### src/rtl/bsl_pkg.sv
package bsl_pkg;

    localparam logic [9:0] PORT_DATA = 10'h1F0;
    localparam logic [9:0] PORT_SCNT = 10'h1F2;
    localparam logic [9:0] PORT_LBA0 = 10'h1F3;
    localparam logic [9:0] PORT_LBA1 = 10'h1F4;
    localparam logic [9:0] PORT_LBA2 = 10'h1F5;
    localparam logic [9:0] PORT_DRV  = 10'h1F6;
    localparam logic [9:0] PORT_CMD  = 10'h1F7;

    localparam logic [7:0]  CMD_READ    = 8'h20;
    localparam logic [7:0]  CODE_OK     = 8'h00;
    localparam logic [7:0]  CODE_TMO    = 8'hBB;
    localparam logic [7:0]  CODE_BADSIG = 8'hBC;
    localparam logic [7:0]  BOOT_DRIVE  = 8'h80;
    localparam logic [15:0] LOAD_ADDR   = 16'h7C00;
    localparam logic [15:0] BOOT_SIG    = 16'hAA55;

    localparam int STS_BSY = 7;
    localparam int STS_DRQ = 3;

    typedef enum logic [3:0] {
        ST_IDLE,
        ST_SCNT,
        ST_LBA0,
        ST_LBA1,
        ST_LBA2,
        ST_DRV,
        ST_CMD,
        ST_WAIT_BSY,
        ST_WAIT_DRQ,
        ST_DATA
    } seq_state_e;

    typedef struct packed {
        logic        wr;
        logic        rd;
        logic [9:0]  addr;
        logic [15:0] wdata;
    } io_req_t;

    typedef struct packed {
        logic       done;
        logic       error;
        logic [7:0] code;
    } result_t;

    function automatic logic [7:0] drive_byte(input logic [3:0] lba_top);
        return 8'hE0 | {4'h0, lba_top};
    endfunction

endpackage

### src/rtl/bsl_poll_timer.sv
module bsl_poll_timer #(
    parameter int TMO_W = 16
) (
    input  logic             clk,
    input  logic             rst,
    input  logic             clear,
    input  logic             miss,
    input  logic [TMO_W-1:0] limit,
    output logic             expired
);
    logic [TMO_W-1:0] cnt_q;
    logic [TMO_W:0]   next_cnt;

    assign next_cnt = (TMO_W+1)'(cnt_q) + 1'b1;
    assign expired  = miss && (next_cnt >= (TMO_W+1)'(limit));

    always_ff @(posedge clk) begin
        if (rst || clear) begin
            cnt_q <= '0;
        end else if (miss && !expired) begin
            cnt_q <= next_cnt[TMO_W-1:0];
        end
    end
endmodule

### src/rtl/bsl_sector_buf.sv
module bsl_sector_buf #(
    parameter int WORDS = 256,
    localparam int WA_W = $clog2(WORDS),
    localparam int BA_W = WA_W + 1
) (
    input  logic            clk,
    input  logic            we,
    input  logic [WA_W-1:0] waddr,
    input  logic [15:0]     wdata,
    input  logic [BA_W-1:0] raddr,
    output logic [7:0]      rdata
);
    logic sel_q;

    for (genvar b = 0; b < 2; b++) begin : gen_bank
        logic [7:0] mem [WORDS];
        logic [7:0] q;
        always_ff @(posedge clk) begin
            if (we) begin
                mem[waddr] <= wdata[b*8 +: 8];
            end
            q <= mem[raddr[BA_W-1:1]];
        end
    end

    always_ff @(posedge clk) begin
        sel_q <= raddr[0];
    end

    assign rdata = sel_q ? gen_bank[1].q : gen_bank[0].q;
endmodule

### src/rtl/bsl_seq.sv
module bsl_seq
    import bsl_pkg::*;
#(
    parameter int WORDS   = 256,
    parameter int MAX_TRY = 3,
    localparam int WA_W   = $clog2(WORDS),
    localparam int TRY_W  = $clog2(MAX_TRY + 1)
) (
    input  logic            clk,
    input  logic            rst,
    input  logic            start,
    input  logic [27:0]     lba,
    input  logic [15:0]     io_rdata,
    input  logic            tmo_expired,
    output io_req_t         io_req,
    output logic            poll_clear,
    output logic            poll_miss,
    output logic            buf_we,
    output logic [WA_W-1:0] buf_waddr,
    output logic [15:0]     buf_wdata,
    output logic            busy,
    output result_t         res
);
    seq_state_e       st_q;
    logic [27:0]      lba_q;
    logic [TRY_W-1:0] try_q;
    logic [WA_W-1:0]  word_q;
    logic             sts_bsy;
    logic             sts_drq;
    logic             last_try;

    assign sts_bsy  = io_rdata[STS_BSY];
    assign sts_drq  = io_rdata[STS_DRQ];
    assign last_try = (try_q == TRY_W'(MAX_TRY - 1));

    always_comb begin
        io_req = '0;
        unique case (st_q)
            ST_SCNT:     io_req = '{wr: 1'b1, rd: 1'b0, addr: PORT_SCNT, wdata: 16'h0001};
            ST_LBA0:     io_req = '{wr: 1'b1, rd: 1'b0, addr: PORT_LBA0, wdata: {8'h00, lba_q[7:0]}};
            ST_LBA1:     io_req = '{wr: 1'b1, rd: 1'b0, addr: PORT_LBA1, wdata: {8'h00, lba_q[15:8]}};
            ST_LBA2:     io_req = '{wr: 1'b1, rd: 1'b0, addr: PORT_LBA2, wdata: {8'h00, lba_q[23:16]}};
            ST_DRV:      io_req = '{wr: 1'b1, rd: 1'b0, addr: PORT_DRV,
                                    wdata: {8'h00, drive_byte(lba_q[27:24])}};
            ST_CMD:      io_req = '{wr: 1'b1, rd: 1'b0, addr: PORT_CMD, wdata: {8'h00, CMD_READ}};
            ST_WAIT_BSY,
            ST_WAIT_DRQ: io_req = '{wr: 1'b0, rd: 1'b1, addr: PORT_CMD, wdata: 16'h0000};
            ST_DATA:     io_req = '{wr: 1'b0, rd: 1'b1, addr: PORT_DATA, wdata: 16'h0000};
            default:     io_req = '0;
        endcase
    end

    assign poll_clear = (st_q == ST_CMD);
    assign poll_miss  = ((st_q == ST_WAIT_BSY) && sts_bsy) ||
                        ((st_q == ST_WAIT_DRQ) && !sts_drq);
    assign buf_we     = (st_q == ST_DATA);
    assign buf_waddr  = word_q;
    assign buf_wdata  = io_rdata;
    assign busy       = (st_q != ST_IDLE);

    always_ff @(posedge clk) begin
        if (rst) begin
            st_q   <= ST_IDLE;
            lba_q  <= '0;
            try_q  <= '0;
            word_q <= '0;
            res    <= '0;
        end else begin
            unique case (st_q)
                ST_IDLE: begin
                    if (start) begin
                        lba_q <= lba;
                        try_q <= '0;
                        res   <= '0;
                        st_q  <= ST_SCNT;
                    end
                end
                ST_SCNT: st_q <= ST_LBA0;
                ST_LBA0: st_q <= ST_LBA1;
                ST_LBA1: st_q <= ST_LBA2;
                ST_LBA2: st_q <= ST_DRV;
                ST_DRV:  st_q <= ST_CMD;
                ST_CMD: begin
                    word_q <= '0;
                    st_q   <= ST_WAIT_BSY;
                end
                ST_WAIT_BSY, ST_WAIT_DRQ: begin
                    if ((st_q == ST_WAIT_BSY) && !sts_bsy) begin
                        st_q <= ST_WAIT_DRQ;
                    end else if ((st_q == ST_WAIT_DRQ) && sts_drq) begin
                        st_q <= ST_DATA;
                    end else if (tmo_expired) begin
                        if (last_try) begin
                            res  <= '{done: 1'b1, error: 1'b1, code: CODE_TMO};
                            st_q <= ST_IDLE;
                        end else begin
                            try_q <= try_q + 1'b1;
                            st_q  <= ST_SCNT;
                        end
                    end
                end
                ST_DATA: begin
                    word_q <= word_q + 1'b1;
                    if (word_q == WA_W'(WORDS - 1)) begin
                        st_q <= ST_IDLE;
                        if (io_rdata == BOOT_SIG) begin
                            res <= '{done: 1'b1, error: 1'b0, code: CODE_OK};
                        end else begin
                            res <= '{done: 1'b1, error: 1'b1, code: CODE_BADSIG};
                        end
                    end
                end
                default: st_q <= ST_IDLE;
            endcase
        end
    end
endmodule

### src/rtl/bootsec_fetch.sv
module bootsec_fetch
    import bsl_pkg::*;
#(
    parameter int TMO_W        = 16,
    parameter int MAX_TRY      = 3,
    parameter int SECTOR_BYTES = 512,
    localparam int WORDS       = SECTOR_BYTES / 2,
    localparam int WA_W        = $clog2(WORDS),
    localparam int BA_W        = $clog2(SECTOR_BYTES)
) (
    input  logic             clk,
    input  logic             rst,
    input  logic             start,
    input  logic [27:0]      lba,
    input  logic [TMO_W-1:0] timeout_limit,
    output logic [9:0]       io_addr,
    output logic             io_wr,
    output logic             io_rd,
    output logic [15:0]      io_wdata,
    input  logic [15:0]      io_rdata,
    input  logic [BA_W-1:0]  buf_raddr,
    output logic [7:0]       buf_rdata,
    output logic             busy,
    output logic             done,
    output logic             error,
    output logic [7:0]       status_code,
    output logic [7:0]       boot_drive,
    output logic [15:0]      load_addr
);
    io_req_t         req;
    result_t         res;
    logic            poll_clear;
    logic            poll_miss;
    logic            tmo_expired;
    logic            buf_we;
    logic [WA_W-1:0] buf_waddr;
    logic [15:0]     buf_wdata;
    logic            ok;

    bsl_seq #(.WORDS(WORDS), .MAX_TRY(MAX_TRY)) u_seq (
        .clk(clk), .rst(rst), .start(start), .lba(lba), .io_rdata(io_rdata),
        .tmo_expired(tmo_expired), .io_req(req), .poll_clear(poll_clear),
        .poll_miss(poll_miss), .buf_we(buf_we), .buf_waddr(buf_waddr),
        .buf_wdata(buf_wdata), .busy(busy), .res(res)
    );

    bsl_poll_timer #(.TMO_W(TMO_W)) u_timer (
        .clk(clk), .rst(rst), .clear(poll_clear), .miss(poll_miss),
        .limit(timeout_limit), .expired(tmo_expired)
    );

    bsl_sector_buf #(.WORDS(WORDS)) u_buf (
        .clk(clk), .we(buf_we), .waddr(buf_waddr), .wdata(buf_wdata),
        .raddr(buf_raddr), .rdata(buf_rdata)
    );

    assign io_addr     = req.addr;
    assign io_wr       = req.wr;
    assign io_rd       = req.rd;
    assign io_wdata    = req.wdata;
    assign done        = res.done;
    assign error       = res.error;
    assign status_code = res.code;
    assign ok          = res.done && !res.error;
    assign boot_drive  = ok ? BOOT_DRIVE : 8'h00;
    assign load_addr   = ok ? LOAD_ADDR : 16'h0000;
endmodule

### config.mk
export PLATFORM = sky130hd
export DESIGN_NAME = bootsec_fetch
export DESIGN_NICKNAME = d
export VERILOG_FILES = /design/src/rtl/bsl_pkg.sv /design/src/rtl/bsl_poll_timer.sv /design/src/rtl/bsl_sector_buf.sv /design/src/rtl/bsl_seq.sv /design/src/rtl/bootsec_fetch.sv
export SDC_FILE = /design/constraint.sdc
export NUM_CORES = 2
export LEC_CHECK = 0
export ABC_AREA = 1
export BUFFER_PORTS_ARGS = -buffer_cell sky130_fd_sc_hd__buf_4
export CORE_MARGIN = 2
export CORE_UTILIZATION = 50
export CTS_CLUSTER_DIAMETER = 120
export DETAILED_ROUTE_END_ITERATION = 8
export PLACE_DENSITY = 0.63
export SYNTH_ARGS = -nofsm -noshare
export SYNTH_HDL_FRONTEND = slang
export SYNTH_SLANG_ARGS = --single-unit
### constraint.sdc
create_clock -name clk -period 3.3 [get_ports clk]
set_input_delay 0.165 -clock clk [delete_from_list [all_inputs] [get_ports clk]]
set_output_delay 0.165 -clock clk [all_outputs]
set_load 0.05 [all_outputs]
==> impl_metrics.yaml <==
hold_path:
  hold_path_class: "in -> reg"
  min_delay_path_depth: 4
drt:
  ant_nets: 0
  firstDrtPassIters: 8
  finalWirelength_mm: 483
  wl_per_cell_um: 24.9
  drc_errors: 0
  drt_iter0_drc: 14500
  via_count: 112000
  routed_via_density: 5.79
power:
  internal_power_mw: 87.5
  p_leak_nw: 68.1
  vdd_drop_max_mv: 1.08
  p_comb_frac: 0.081
  p_per_area_nw_per_um2: 597
  power_frac_clock: 0.409
  p_sw_mw: 27.1
  swShare: 0.236
  sequentialPowerShare: 0.510
timing:
  slew_violations: 0
  hold_viol_final: 0
  fin_crit_ps: 3150
  fmax_ghz: 0.317
  clock_skew_ps: 43.4
  fin_tns_setup_ps: 0
  relSlewSlack: 0.325
  period_share: 0.956
  setup_slack_ps: 146
  worst_pin_slew_ps: 1010
  setup_viol: 0
synth:
  synth_warnings: 0
  synth_edf_count: 4096
  avgSynthCellArea_um2: 11.9
  ys.flop_type: "edfxtp_1"
  synth.lib_cells_used.distinct: 47
  synthCells: 14200
  async_flop_share: 0
  synth-seq-cells: 4175
  synth_area_um2: 169000
  seq_area_frac_synth: 0.739
finish:
  final_common_cell: "nand2_1"
  stdcell_area_um2: 192000
  final_cell_mix: "4287 x nand2_1, 4096 x edfxtp_1, 4062 x nand3_1, 637 x buf_4, 430 x clkbuf_16"
  fill_cells: 27000
  drive_gt1_frac: 0.0984
  final_nets: 14600
  syn2layout_area_growth_pct: 13.9
floorplanning:
  die-height_um: 585
  core-area_um2: 336000
  die_width_um: 585
  num_rows: 213
  dieArea_um2: 342000
  boundaryPins: 143
  start_util: 0.502
job:
  max-cap-violations: 0
clock_network:
  clk_path_buf_depth: 4
  cts_tree: "done"
  clk_pin_slew_ps: 60
  postCtsSetupBuffers: 0
  cts.sink_count: 4175
  cts_inserted_buffers: 420
  clk_latency_ps: 990
  clockRootBuffer: "clkbuf_16"
  htree_levels: 5
global_route:
  grt_max_degree: 168
  overflow: 0
  grt_pass1_vias: 105000
  grt_use_total: 0.277
  antenna_found_initial: 15
  grt_first_pass_wirelength_mm: 703
critical_path:
  path_buf_inv: 8
  cpLargestDelayFamily: "buffers and inverters"
  crit_type: "in -> reg"
  reg2reg_depth: 12
  cp-end-kind: "register"
  worstPathRequired_ps: 4200
  arrival_ps: 4050
  crit_cells: 18
  slowest_delay_ps: 560
  start_kind: "input pin"
  cp_cell_sequence: "buf_16 -> inv_8 -> buf_12 -> buf_12 -> buf_12 -> buf_4 -> nand2_1 -> nand3_1 -> nand3_1 -> nand3_1 -> nand3_1 -> nand3_1 -> nand3_1 -> nand2_1 -> nand2_1 -> dlygate4sd3_1 -> nand2_1 -> dlygate4sd3_1"
  slowest_stage: "dlygate4sd3_1"
  crit_fanout: 31
  cpMostUsedCell: "nand3_1"
place:
  hpwl_mm: 275
  portBuffers: 113
  gp_congestion: 0.907
  place_ws_ps: 98.6
  placed_area_um2: 178000
outcome:
  status: "complete, no violations"
-- final cells by class --
class / count / area (um2) / share of cell area
Multi-Input combinational cell: 8904 / 39300 / 0.204
Inverter: 106 / 433 / 0.00225
Sequential cell: 4175 / 125000 / 0.648
Clock inverter: 268 / 2340 / 0.0122
Tap cell: 4515 / 5650 / 0.0294
Antenna cell: 8 / 20.0 / 0.000104
Clock buffer: 516 / 11100 / 0.0580
Timing Repair Buffer: 883 / 8690 / 0.0452
-- kinds of logic after synthesis --
group                    synth area share
XOR/XNOR                         0.000727
other                           0.0000222
AO/OA/AOI/OAI                     0.00422
adder cells (fa/ha/maj)           0.00163
multiplexers                     0.000534
buffers and inverters              0.0292
flip-flops                          0.739
AND/OR/NAND/NOR                     0.225
-- stage by stage --
step | instances | utilization | hold slack, ps | power (mW)
after floorplan | 14200 | - | 193 | 64.9
after CTS | 19400 | 0.572 | 9.03 | 115
after global placement | 18500 | 0.529 | 331 | 68.5
after detailed placement | 18500 | 0.529 | 331 | 68.5
final | 19400 | 0.572 | 73.7 | 115
after global routing | 19400 | 0.572 | 76.0 | 118
-- tightest hold or removal path, cell delays in order --
cell and delay [ps]:
dlygate4sd3_1 520, buf_4 100, o21ai_0 80, a21oi_1 120
-- Yosys cell counts (3+ instances only) --
| cell type | instances | share of area |
|---|---|---|
| a21oi_1 | 52 | 0.0015 |
| a21oi_2 | 7 | 0.00036 |
| buf_1 | 135 | 0.0030 |
| buf_2 | 456 | 0.014 |
| buf_4 | 49 | 0.0022 |
| buf_6 | 3 | 0.00020 |
| clkbuf_1 | 351 | 0.0078 |
| dfxtp_1 | 79 | 0.0094 |
| edfxtp_1 | 4096 | 0.73 |
| ha_1 | 22 | 0.0016 |
| inv_1 | 97 | 0.0022 |
| inv_2 | 8 | 0.00018 |
| mux2_2 | 8 | 0.00053 |
| nand2_1 | 4304 | 0.096 |
| nand2_4 | 4 | 0.00027 |
| nand3_1 | 4063 | 0.12 |
| nand4_1 | 6 | 0.00022 |
| nor2_1 | 321 | 0.0071 |
| nor2_2 | 4 | 0.00015 |
| nor4_1 | 3 | 0.00011 |
| o21ai_0 | 23 | 0.00068 |
| o21ai_1 | 4 | 0.00012 |
| o21ai_2 | 7 | 0.00036 |
| o221ai_1 | 3 | 0.00016 |
| o22ai_1 | 4 | 0.00015 |
| xor2_1 | 12 | 0.00062 |
-- state kept, by name, summed over array words and instances, names as in the netlist --
name	count
u_buf.gen_bank.mem	4096
u_buf.sel_q	1
u_seq.buf_waddr	8
u_seq.res	4
u_seq.try_q	2
u_timer.cnt_q	16
u_seq.st_q	4
u_seq.lba_q	28
u_buf.gen_bank.q	16
-- per-layer routing --
| layer | part of all wire | global-route usage |
|---|---|---|
| met1 | 0.40 | 0.391 |
| met2 | 0.47 | 0.437 |
| met3 | 0.093 | 0.0499 |
| met4 | 0.036 | 0.0939 |
| met5 | 0.00023 | 0 |
-- worst paths after layout --
check                                 to  slack, ps                          start
setup / recovery  u_buf.gen_bank[1].q[2]        150                   buf_raddr[1]
hold / removal            u_seq.lba_q[3]         70                         lba[3]
setup reg to reg  u_buf.gen_bank[1].q[2]        240  u_buf.gen_bank[1].mem[175][2]
hold reg to reg           u_seq.lba_q[1]        460                 u_seq.lba_q[1]
-- power groups by stage --
stage,Combinational [mW],Clock (mW),Sequential (mW)
after floorplan,5.27,0,59.6
after global placement,8.84,0,59.6
after detailed placement,8.91,0,59.6
after CTS,9.10,47.3,58.5
after global routing,9.86,49.3,58.5
final,9.23,46.9,58.5
-- timing repair --
action	in CTS	in global routing
hold endpoints to repair	2011	0
hold buffers	92	0
gates resized for setup	1	3
pin swaps	0	0
cloned	0	0
setup endpoints to repair	5	7
Note: power is estimated with default switching activity, not from simulation.
